## config.mk

```make
export PLATFORM = sky130hd
export DESIGN_NAME = avs_valley_sel
export DESIGN_NICKNAME = d
export VERILOG_FILES = /design/src/rtl/avs_pkg.sv /design/src/rtl/avs_ontime_meas.sv /design/src/rtl/avs_pair_count.sv /design/src/rtl/avs_valley_dec.sv /design/src/rtl/avs_valley_sel.sv
export SDC_FILE = /design/constraint.sdc
export NUM_CORES = 1
export LEC_CHECK = 0
export ABC_AREA = 1
export BUFFER_PORTS_ARGS = -buffer_cell sky130_fd_sc_hd__buf_2
export CORE_MARGIN = 2
export CORE_UTILIZATION = 50
export DETAILED_ROUTE_END_ITERATION = 10
export PLACE_DENSITY = 0.73
export SLEW_MARGIN = 25
export SYNTH_ARGS = -nofsm -noshare
export SYNTH_HDL_FRONTEND = slang
export SYNTH_HIERARCHICAL = 1
export SYNTH_SLANG_ARGS = --single-unit
export TNS_END_PERCENT = 100
```

## constraint.sdc

```tcl
create_clock -name clk -period 1.4 [get_ports clk]
set_input_delay 0 -clock clk [delete_from_list [all_inputs] [get_ports clk]]
set_output_delay 0 -clock clk [all_outputs]
set_load 0.03 [all_outputs]
```

## src/rtl/avs_pkg.sv

```systemverilog
package avs_pkg;

  // Valley choice encoding seen on valley_second
  typedef enum logic {
    VALLEY_FIRST  = 1'b0,
    VALLEY_SECOND = 1'b1
  } valley_e;

  // Width of the pulse counter; bit 1 is the pair bit
  localparam int PAIR_CNT_W = 2;

endpackage

```

## src/rtl/avs_ontime_meas.sv

```systemverilog
module avs_ontime_meas #(
  parameter int ONTIME_W = 12
) (
  input  logic                clk,
  input  logic                rst,
  input  logic                gate_on,
  output logic                gate_rise,
  output logic                gate_fall,
  output logic [ONTIME_W-1:0] ontime_cur,
  output logic [ONTIME_W-1:0] ontime_meas
);

  localparam logic [ONTIME_W-1:0] CNT_MAX = {ONTIME_W{1'b1}};
  localparam logic [ONTIME_W-1:0] CNT_ONE = {{(ONTIME_W-1){1'b0}}, 1'b1};

  logic                gate_q;
  logic [ONTIME_W-1:0] cnt_q;
  logic [ONTIME_W-1:0] meas_q;

  always_ff @(posedge clk) begin
    if (rst) gate_q <= 1'b0;
    else     gate_q <= gate_on;
  end

  always_comb begin
    gate_rise = gate_on & ~gate_q;
    gate_fall = ~gate_on & gate_q;
  end

  always_ff @(posedge clk) begin
    if (rst) begin
      cnt_q <= '0;
    end else if (gate_rise) begin
      cnt_q <= CNT_ONE;
    end else if (gate_on && gate_q && (cnt_q != CNT_MAX)) begin
      cnt_q <= cnt_q + CNT_ONE;
    end
  end

  always_ff @(posedge clk) begin
    if (rst)            meas_q <= '0;
    else if (gate_fall) meas_q <= cnt_q;
  end

  assign ontime_cur  = cnt_q;
  assign ontime_meas = meas_q;


  cnt_sat_chk: assert property (@(posedge clk) disable iff (rst)
    (gate_q && gate_on && cnt_q == CNT_MAX) |=> (cnt_q == CNT_MAX));


  meas_hold_chk: assert property (@(posedge clk) disable iff (rst)
    !gate_fall |=> $stable(meas_q));

endmodule

```

## src/rtl/avs_pair_count.sv

```systemverilog
module avs_pair_count
  import avs_pkg::*;
(
  input  logic clk,
  input  logic rst,
  input  logic gate_rise,
  output logic pair_bit
);

  logic [PAIR_CNT_W-1:0] pc_q;

  always_ff @(posedge clk) begin
    if (rst)            pc_q <= '0;
    else if (gate_rise) pc_q <= pc_q + 1'b1;
  end

  assign pair_bit = pc_q[1];


  pc_step_chk: assert property (@(posedge clk) disable iff (rst)
    gate_rise |=> (pc_q == $past(pc_q) + 2'd1));


  pc_idle_chk: assert property (@(posedge clk) disable iff (rst)
    !gate_rise |=> $stable(pc_q));

endmodule

```

## src/rtl/avs_valley_dec.sv

```systemverilog
module avs_valley_dec
  import avs_pkg::*;
#(
  parameter int ONTIME_W    = 12,
  parameter int SHORT_LIMIT = 500
) (
  input  logic                clk,
  input  logic                rst,
  input  logic                gate_fall,
  input  logic                fb_high,
  input  logic [ONTIME_W-1:0] ontime_cur,
  input  logic                pair_bit,
  output logic                alt_active,
  output logic                valley_second
);

  localparam logic [ONTIME_W-1:0] LIMIT_V = ONTIME_W'(SHORT_LIMIT);

  logic    cond_now;
  logic    alt_q;
  valley_e sel_q;

  always_comb cond_now = fb_high && (ontime_cur < LIMIT_V);

  always_ff @(posedge clk) begin
    if (rst) begin
      alt_q <= 1'b0;
      sel_q <= VALLEY_FIRST;
    end else if (gate_fall) begin
      alt_q <= cond_now;
      sel_q <= (cond_now && pair_bit) ? VALLEY_SECOND : VALLEY_FIRST;
    end
  end

  assign alt_active    = alt_q;
  assign valley_second = sel_q;


  sel_hold_chk: assert property (@(posedge clk) disable iff (rst)
    !gate_fall |=> ($stable(sel_q) && $stable(alt_q)));


  fb_low_first_chk: assert property (@(posedge clk) disable iff (rst)
    (gate_fall && !fb_high) |=> (sel_q == VALLEY_FIRST));


  sel_needs_alt_chk: assert property (@(posedge clk) disable iff (rst)
    (sel_q == VALLEY_SECOND) |-> alt_q);

endmodule

```

## src/rtl/avs_valley_sel.sv

```systemverilog
module avs_valley_sel #(
  parameter int ONTIME_W    = 12,
  parameter int SHORT_LIMIT = 500
) (
  input  logic                clk,
  input  logic                rst,
  input  logic                gate_on,
  input  logic                fb_high,
  output logic                valley_second,
  output logic                alt_active,
  output logic [ONTIME_W-1:0] ontime_meas
);

  logic                gate_rise;
  logic                gate_fall;
  logic [ONTIME_W-1:0] ontime_cur;
  logic                pair_bit;

  avs_ontime_meas #(.ONTIME_W(ONTIME_W)) u_meas (
    .clk        (clk),
    .rst        (rst),
    .gate_on    (gate_on),
    .gate_rise  (gate_rise),
    .gate_fall  (gate_fall),
    .ontime_cur (ontime_cur),
    .ontime_meas(ontime_meas)
  );

  avs_pair_count u_pair (
    .clk      (clk),
    .rst      (rst),
    .gate_rise(gate_rise),
    .pair_bit (pair_bit)
  );

  avs_valley_dec #(
    .ONTIME_W   (ONTIME_W),
    .SHORT_LIMIT(SHORT_LIMIT)
  ) u_dec (
    .clk          (clk),
    .rst          (rst),
    .gate_fall    (gate_fall),
    .fb_high      (fb_high),
    .ontime_cur   (ontime_cur),
    .pair_bit     (pair_bit),
    .alt_active   (alt_active),
    .valley_second(valley_second)
  );


  rst_first_chk: assert property (@(posedge clk)
    rst |=> (!valley_second && !alt_active));

endmodule

```

==> results.yml, run 1 <==
placed_design:
  dpl.cell_count: 252
  gp_congestion: 0.858
  hpwl_mm: 2.27
  portBuffers: 17
pwr:
  clockPowerShare: 0.456
  p_total_uw: 1900
  ir_worst_vdd_mv: 1.09
  p_seq_frac: 0.456
  p_int_uw: 1460
  p_comb_frac: 0.088
  power_switching_uw: 442
  p_sw_frac: 0.232
  powerDensity_nw_per_um2: 1100
  leakagePower_uw: 0.000760
layout:
  n_antenna_cell: 0
  multi_input_area_um2: 711
  area_delta_synth_final_pct: 27.4
  nets: 236
  final-seq-area_um2: 584
  drive_above_1_share: 0.250
  stdcell_count: 262
  nFillCells: 231
floorplan:
  core_region_area_um2: 2520
  die_x_um: 56.1
  pin_count: 18
  die_h_um: 56.1
  rows: 18
  dieArea_um2: 3140
  initial_core_util: 0.538
setup_path:
  critical_path_buf_inv_count: 1
  crit_path_end_kind: "register"
  crit_chain: "ha_4 > nand2_1 > nor2_2 > nand3_4 > buf_6 > nand3_1 > nand2_1 > nand2_1 > nor2_1"
  start_kind: "register"
  crit_required_ns: 1.62
  cp.arrival_ns: 1.55
  crit_type: "register to register"
  cp_top_family: "simple AND/OR/NAND/NOR gates"
  slowest_stage: "dfxtp_2"
  cp_common_cell: "nand2_1"
  crit_fanout: 6
  max_stage_delay_ns: 0.37
synth:
  synth_top_area_cell: "dfxtp_1"
  synthDistinctLibCells: 23
  synth.top_cell.area_share: 0.428
  synthCells: 194
  syn_nets: 199
  avgSynthCellArea_um2: 6.99
  synth-edff-count: 0
  ys.flop_type: "dfxtp_1"
  synthesis.area_um2: 1360
  async_reset_ff_frac: 0
  ys_warn_count: 6
  ys_ff_latch: 29
  ys_seq_area_frac: 0.428
  synth_area_leaders: "dfxtp_1 (43%), nand2_1 (12%), nor2_1 (12%), inv_1 (5.8%), o21ai_0 (4.8%)"
  ys_top_cells_by_count: "nand2_1 (43), nor2_1 (43), dfxtp_1 (29), inv_1 (21), o21ai_0 (13)"
route:
  antenna_left: 0
  vias: 1324
  initialDrtViolationCount: 22
  wl_per_cell_um: 12.0
  viasPerCell: 5.05
  drtPass1Iterations: 4
  drcViolationCount: 0
  finalWirelength_mm: 3.15
clocking:
  cts_tree: "yes"
  cts_buffers: 5
  postCtsSetupBuffers: 0
  cts.path.max_buffers: 2
  clk-insertion-delay-late_ns: 0.33
  clkSlewWorstSetupHoldPaths_ns: 0.10
  htree_levels: 2
  cts-root-buf: "clkbuf_4"
  cts_sinks: 29
sta:
  slew_headroom: 0.760
  rsz0062_at_grt: "no"
  fmax_mhz: 754
  finalHoldViolCount: 0
  finalSetupTns_ns: 0
  fin_crit_ns: 1.33
  min_period_over_period: 0.947
  finalHoldWorstSlack_ns: 0.0561
  maxSlewViolCount: 0
  tightest_slew_ns: 0.359
  finalSetupViolCount: 0
  fin_skew_ns: 0.00865
global_routing:
  track_usage: 0.207
  grt_max_degree: 18
  grt_pass1_vias: 1206
  gr-total-overflow: 0
  antenna_found_initial: 0
  grt_pass1_wl_mm: 5.06
min_path:
  hold_path.class: "primary input to register"
run_status:
  outcome: "finished, final reports clean"
flow_run:
  cap_violations: 0
==> path summary, 6_finish.rpt <==
check / from / slack, ns / endpoint / cells after the start
max: u_meas/ontime_cur[1]$_SDFFE_PP0P_ / 0.07 / u_meas/ontime_cur[7]$_SDFFE_PP0P_ / 9
min: fb_high / 0.06 / u_dec/alt_active$_SDFFE_PP0P_ / 5
max reg2reg: u_meas/ontime_cur[1]$_SDFFE_PP0P_ / 0.07 / u_meas/ontime_cur[7]$_SDFFE_PP0P_ / 9
min reg2reg: u_dec/alt_active$_SDFFE_PP0P_ / 0.47 / u_dec/alt_active$_SDFFE_PP0P_ / 2
==> repair_timing <==
item,CTS,global route
pin swaps,0,3
setup endpoints to repair,1,11
gates resized for setup,1,10
hold buffers,2,0
hold endpoints to repair,4,0
==> worst min-delay path, stage by stage <==
cell and delay [ns]:
buf_2 0.10, nand2_1 0.10, nor2_2 0.05, nand2_1 0.06, a21oi_1 0.05
==> state kept, by name, summed over array words and instances, names as in the netlist <==
signal,count
u_dec/alt_active,1
u_dec/valley_second,1
u_meas/gate_q,1
u_meas/ontime_cur,12
u_meas/ontime_meas,12
u_pair/pc_q,2
==> placed cells by master (no fill, tap or decap), types with 4 or more instances in the layout <==
cell,instances
a21oi_1,12
buf_2,17
buf_4,13
clkbuf_4,5
dfxtp_1,26
inv_1,20
nand2_1,43
nand3_1,4
nand4_1,5
nor2_1,42
nor2_2,4
o21ai_0,13
xor2_1,4
==> routing by layer <==
metal / part of all wire / global-route usage / vias to the layer above
met5: 0 / 0 / -
met4: 0.014 / 0.0714 / 0
met3: 0.053 / 0.0721 / 8
met2: 0.48 / 0.360 / 35
met1: 0.45 / 0.234 / 599
li1: - / - / 682
==> power by group through the flow <==
stage,clock network [uW],logic [uW],registers (uW)
3_5_place_dp,0,160,885
3_3_place_gp,0,155,883
2_1_floorplan,0,71.2,921
5_1_grt,911,185,871
6_report,867,168,868
4_1_cts,877,165,866
==> kinds of logic after synthesis <==
family	after synthesis	synth area share
AOI/OAI and AO/OA	27	0.105
xor gates and xnor gates	5	0.0323
and+or+nand+nor	108	0.352
adders and majority gates	1	0.00922
DFF	29	0.428
buffers and inverters	24	0.0729
==> cell type report <==
cell class              count  share of cell area
multi-input cells         141               0.411
flip-flops and latches     29               0.338
repair buffers             33               0.124
inverters                  21              0.0456
clock inverters             3              0.0377
clock buffers               5              0.0217
well taps                  30              0.0217
==> stage by stage <==
| stage | area (um^2) | setup WS (ns) | utilization |
|---|---|---|---|
| after floorplan | 1360 | 0.0394 | - |
| after global placement | 1560 | 0.0907 | 0.620 |
| after detailed placement | 1560 | 0.0433 | 0.620 |
| after CTS | 1690 | 0.0430 | 0.669 |
| after global routing | 1730 | 0.00431 | 0.685 |
| final | 1730 | 0.0746 | 0.685 |
No activity file was read; power rests on OpenSTA's default activity.
==> run 2, diff against run 1 <==
- ABC_AREA: 1 -> not set
- CORE_UTILIZATION: 50 -> 49
==> results.yml, run 2 <==
layout:
  nets: 207
  n_antenna_cell: 0
  final_util: 0.749
  stdcell_count: 233
  drive_above_1_share: 0.473
  final_common_cell: "buf_4"
  final-seq-area_um2: 604
  multi_input_area_um2: 762
  nFillCells: 173
  area_delta_synth_final_pct: 46.0
  final_cell_mix: "buf_4 (32), nand2_1 (29), buf_2 (17), dfxtp_1 (16), a21oi_1 (12)"
setup_path:
  endpoint: "u_meas/ontime_cur[0]$_SDFFE_PP0P_"
  r2r-end: "u_meas/ontime_cur[0]$_SDFFE_PP0P_"
  crit_path_end_kind: "register"
  timing.rr.start: "u_meas/ontime_cur[1]$_SDFFE_PP0P_"
  slowest_stage: "o41ai_2"
  crit_chain: "ha_4 > nand3_4 > o41ai_2 > nor2b_1 > a211oi_1"
  start_kind: "register"
  crit_required_ns: 1.60
  critical_path_buf_inv_count: 0
  cp.arrival_ns: 1.67
  cp-startpoint: "u_meas/ontime_cur[1]$_SDFFE_PP0P_"
  crit_type: "register to register"
  reg2regPathDepth: 5
  rrSetupSlack_ns: -0.06
  cp_top_family: "compound AO/OA/AOI/OAI gates"
  max_stage_delay_ns: 0.45
  worst-path-stages: 5
  crit_fanout: 5
sta:
  maxSlewViolCount: 0
  tightest_slew_ns: 0.379
  fin_crit_ns: 1.46
  slew_headroom: 0.744
  finalSetupTns_ns: -0.237
  fin_skew_ns: 0.00906
  setup_slack_ns: -0.0611
  fmax_mhz: 684
  finalHoldViolCount: 0
  finalSetupViolCount: 8
  min_period_over_period: 1.04
  rsz0062_at_grt: "yes"
synth:
  synth_top_area_cell: "dfxtp_1"
  async_reset_ff_frac: 0
  synth_area_leaders: "dfxtp_1 (46%), nand2_1 (8.6%), a21oi_1 (6.4%), xnor2_1 (4.2%), nor2_1 (2.7%)"
  ys_ff_latch: 29
  ys_top_cells_by_count: "dfxtp_1 (29), nand2_1 (29), a21oi_1 (16), nor2_1 (9), xnor2_1 (6)"
  ys_warn_count: 6
  ys.flop_type: "dfxtp_1"
  synthCells: 149
  synthDistinctLibCells: 40
  syn_nets: 154
  synthesis.area_um2: 1260
  ys_seq_area_frac: 0.461
  synth.top_cell.area_share: 0.461
  synth-edff-count: 0
  avgSynthCellArea_um2: 8.46
floorplan:
  die_x_um: 54.7
  pin_count: 18
  core_region_area_um2: 2450
  die_h_um: 54.7
  dieArea_um2: 2990
  initial_core_util: 0.513
  rows: 18
global_routing:
  grt_pass1_wl_mm: 5.40
  antenna_found_initial: 0
  grt_max_degree: 17
  gr-total-overflow: 0
  track_usage: 0.263
  grt_pass1_vias: 1173
clocking:
  cts.path.max_buffers: 2
  clk-insertion-delay-late_ns: 0.32
  cts-root-buf: "clkbuf_4"
  htree_levels: 2
  cts_tree: "yes"
  cts_buffers: 5
  cts_sinks: 29
  clkSlewWorstSetupHoldPaths_ns: 0.09
pwr:
  leakagePower_uw: 0.000695
  powerDensity_nw_per_um2: 779
  p_total_uw: 1430
  ir_worst_vdd_mv: 0.879
placed_design:
  portBuffers: 17
  gp_congestion: 0.875
  dpl.cell_count: 218
  hpwl_mm: 2.35
run_status:
  failed_checks: "negative setup slack"
  outcome: "complete, but fails checks"
route:
  wl_per_cell_um: 15.9
  drcViolationCount: 0
  initialDrtViolationCount: 17
  antenna_left: 0
  drtPass1Iterations: 4
  vias: 1304
  viasPerCell: 5.60
  finalWirelength_mm: 3.72
flow_run:
  cap_violations: 0
min_path:
  hold_path.class: "primary input to register"
  hold_path_startpoint: "gate_on"
-- run 2: metrics by stage --
stage	area, um^2	worst slack [ns]	hold slack (ns)
global route	1840	-0.170	0.125
global placement	1580	-0.0189	0.244
finish	1840	-0.0611	0.112
detailed placement	1580	-0.0754	0.255
CTS	1740	-0.0127	0.0756
floorplan	1270	0.000724	0.0624
-- run 2: logic make-up after synthesis --
| group | after synthesis | synth area share |
|---|---|---|
| XOR/XNOR | 6 | 0.0417 |
| AND/OR/NAND/NOR | 66 | 0.270 |
| buffers and inverters | 12 | 0.0377 |
| AO/OA/AOI/OAI | 35 | 0.180 |
| adder cells (fa/ha/maj) | 1 | 0.00993 |
| flip-flops | 29 | 0.461 |
-- run 2: per-layer routing --
layer | share of wire | track usage | up-vias
met4 | 0.012 | 0.121 | 0
met5 | 0 | 0 | -
met3 | 0.055 | 0.0792 | 7
met1 | 0.39 | 0.282 | 620
met2 | 0.54 | 0.468 | 41
li1 | - | - | 636
-- run 2: area by class of cell --
cell class                 instances  area share
tap                               30      0.0204
inverter                           5      0.0102
sequential                        29       0.329
timing repair buffer              53       0.200
clock buffer                       8      0.0265
multi-input combinational        108       0.414
-- run 2: what timing repair did --
action / in CTS / in global routing
gates cloned: 0 / 0
buffers inserted: 2 / 3
hold buffers: 2 / 0
endpoints found under the hold margin: 5 / 0
endpoints found under the setup margin: 12 / 14
resized for setup: 17 / 18
pin swaps: 6 / 9
-- run 2: how the worst min path moves through the flow --
stage | end | slack (ns) | cells after the start
6_report | u_meas/ontime_cur[1]$_SDFFE_PP0P_ | 0.11 | 4
5_1_grt | u_dec/valley_second$_SDFFE_PP0P_ | 0.13 | 4
4_1_cts | u_meas/ontime_cur[1]$_SDFFE_PP0P_ | 0.08 | 4
3_5_place_dp | u_pair/pc_q[1]$_SDFFE_PP0P_ | 0.25 | 2
3_3_place_gp | u_pair/pc_q[1]$_SDFFE_PP0P_ | 0.24 | 2
2_1_floorplan | u_pair/pc_q[1]$_SDFFE_PP0P_ | 0.06 | 1
-- run 2: report_power, final --
group	internal [uW]	switching, uW	total, uW	leakage [uW]
logic	52.3	63.3	116	0.000426
clock network	200	276	476	0.0000265
registers	831	10.5	841	0.000242
-- run 2: worst min-delay path, delay by kind of cell --
family / cells / cell delay [ns]
simple gates: 1 / 0.08
compound gates: 2 / 0.16
buf+inv: 1 / 0.15
==> run 3, diff against run 2 <==
- CORE_UTILIZATION: 49 -> 57
- PLACE_DENSITY: 0.73 -> 0.79
- clock period: 1.4 -> 1.8 ns (I/O delays scaled with it)
==> results.yml, run 3 (synthesis results as in run 2) <==
layout:
  n_antenna_cell: 0
  nFillCells: 193
  final-seq-area_um2: 581
  final_util: 0.691
  multi_input_area_um2: 639
  drive_above_1_share: 0.215
  area_delta_synth_final_pct: 17.8
  final_cell_mix: "nand2_1 (29), dfxtp_1 (29), buf_2 (17), a21oi_1 (16), nor2_1 (9)"
  nets: 176
  stdcell_count: 200
clocking:
  cts_tree: "yes"
  cts_buffers: 5
  clk-insertion-delay-late_ns: 0.32
  clkSlewWorstSetupHoldPaths_ns: 0.09
  cts_sinks: 29
  htree_levels: 2
  cts.path.max_buffers: 2
  postCtsSetupBuffers: 0
  cts-root-buf: "clkbuf_4"
global_routing:
  gr-total-overflow: 0
  track_usage: 0.241
  grt_pass1_vias: 1089
  grt_pass1_wl_mm: 4.57
  antenna_found_initial: 0
  grt_max_degree: 22
flow_run:
  cap_violations: 0
route:
  finalWirelength_mm: 2.74
  drcViolationCount: 0
  vias: 1156
  wl_per_cell_um: 13.7
  drtPass1Iterations: 4
  antenna_left: 0
  viasPerCell: 5.78
  initialDrtViolationCount: 33
floorplan:
  dieArea_um2: 2600
  initial_core_util: 0.586
  die_h_um: 51.0
  pin_count: 18
  core_region_area_um2: 2150
  die_x_um: 51.0
  rows: 17
setup_path:
  cp_top_family: "simple AND/OR/NAND/NOR gates"
  crit_fanout: 6
  crit_type: "register to register"
  max_stage_delay_ns: 0.51
  slowest_stage: "or4_1"
  reg2regPathDepth: 5
  critical_path_buf_inv_count: 0
  crit_path_end_kind: "register"
  worst-path-stages: 5
  crit_chain: "ha_1 > nand3_1 > o21ai_1 > or4_1 > a21oi_1"
  crit_required_ns: 2.05
  start_kind: "register"
  cp.arrival_ns: 1.98
sta:
  tightest_slew_ns: 0.451
  rsz0062_at_grt: "no"
  fmax_mhz: 580
  finalSetupTns_ns: 0
  slew_headroom: 0.695
  finalSetupViolCount: 0
  finalHoldWorstSlack_ns: 0.0674
  setup_slack_ns: 0.0767
  maxSlewViolCount: 0
  fin_skew_ns: 0.00259
  finalHoldViolCount: 0
  fin_crit_ns: 1.72
  min_period_over_period: 0.957
min_path:
  hold-path-cell-count: 2
  hold_path.class: "primary input to register"
placed_design:
  dpl.cell_count: 191
  portBuffers: 17
  hpwl_mm: 1.94
  post-place-ws_ns: 0.0635
  gp_congestion: 0.916
pwr:
  leakagePower_uw: 0.000541
  ir_worst_vdd_mv: 0.826
  powerDensity_nw_per_um2: 854
run_status:
  outcome: "finished, final reports clean"
==> run 3: cell types whose count changed in the layout (fill, tap and decap cells not counted), sizes merged <==
cell	change
buf	-30
bufinv	+1
dlygate4sd3	-1
clkbuf	-1
==> run 3: worst register-to-register path, stage by stage (launching register included) <==
cell	delay [ns]
dfxtp_1	0.35
ha_1	0.25
nand3_1	0.20
o21ai_1	0.17
or4_1	0.51
a21oi_1	0.17
==> run 3: through the flow <==
step                cell area (um^2)  total power, uW
global route                    1480             1320
floorplan                       1260              713
global placement                1380              731
detailed placement              1380              734
CTS                             1480             1290
finish                          1480             1270
==> run 3: layout make-up <==
cell class	count	area share
multi-input cells	108	0.431
flip-flops and latches	29	0.391
repair buffers	22	0.0843
clock buffers	7	0.0371
well taps	28	0.0236
clock inverters	1	0.0202
inverters	5	0.0126
==> run 3: worst paths after layout <==
| check | from | endpoint | slack (ns) |
|---|---|---|---|
| setup / recovery | u_meas/ontime_cur[0]$_SDFFE_PP0P_ | u_meas/ontime_cur[11]$_SDFFE_PP0P_ | 0.08 |
| hold / removal | rst | u_pair/pc_q[0]$_SDFFE_PP0P_ | 0.07 |
| setup reg to reg | u_meas/ontime_cur[0]$_SDFFE_PP0P_ | u_meas/ontime_cur[11]$_SDFFE_PP0P_ | 0.08 |
| hold reg to reg | u_dec/alt_active$_SDFFE_PP0P_ | u_dec/alt_active$_SDFFE_PP0P_ | 0.44 |
==> run 3: what timing repair did <==
item,in CTS,in global routing
resized for setup,0,2
endpoints found under the setup margin,0,4
hold buffers,1,0
endpoints found under the hold margin,1,0
==> run 3: layer usage <==
layer,GRT usage,part of all wire,vias to the layer above
met5,0,0,-
met4,0.135,0.023,0
met3,0.0789,0.063,6
met2,0.403,0.48,43
met1,0.269,0.43,533
li1,-,-,574
==> run 3: power breakdown <==
group | switching (uW) | internal (uW)
sequential | 8.64 | 650
combinational | 38.6 | 24.4
clock | 215 | 331
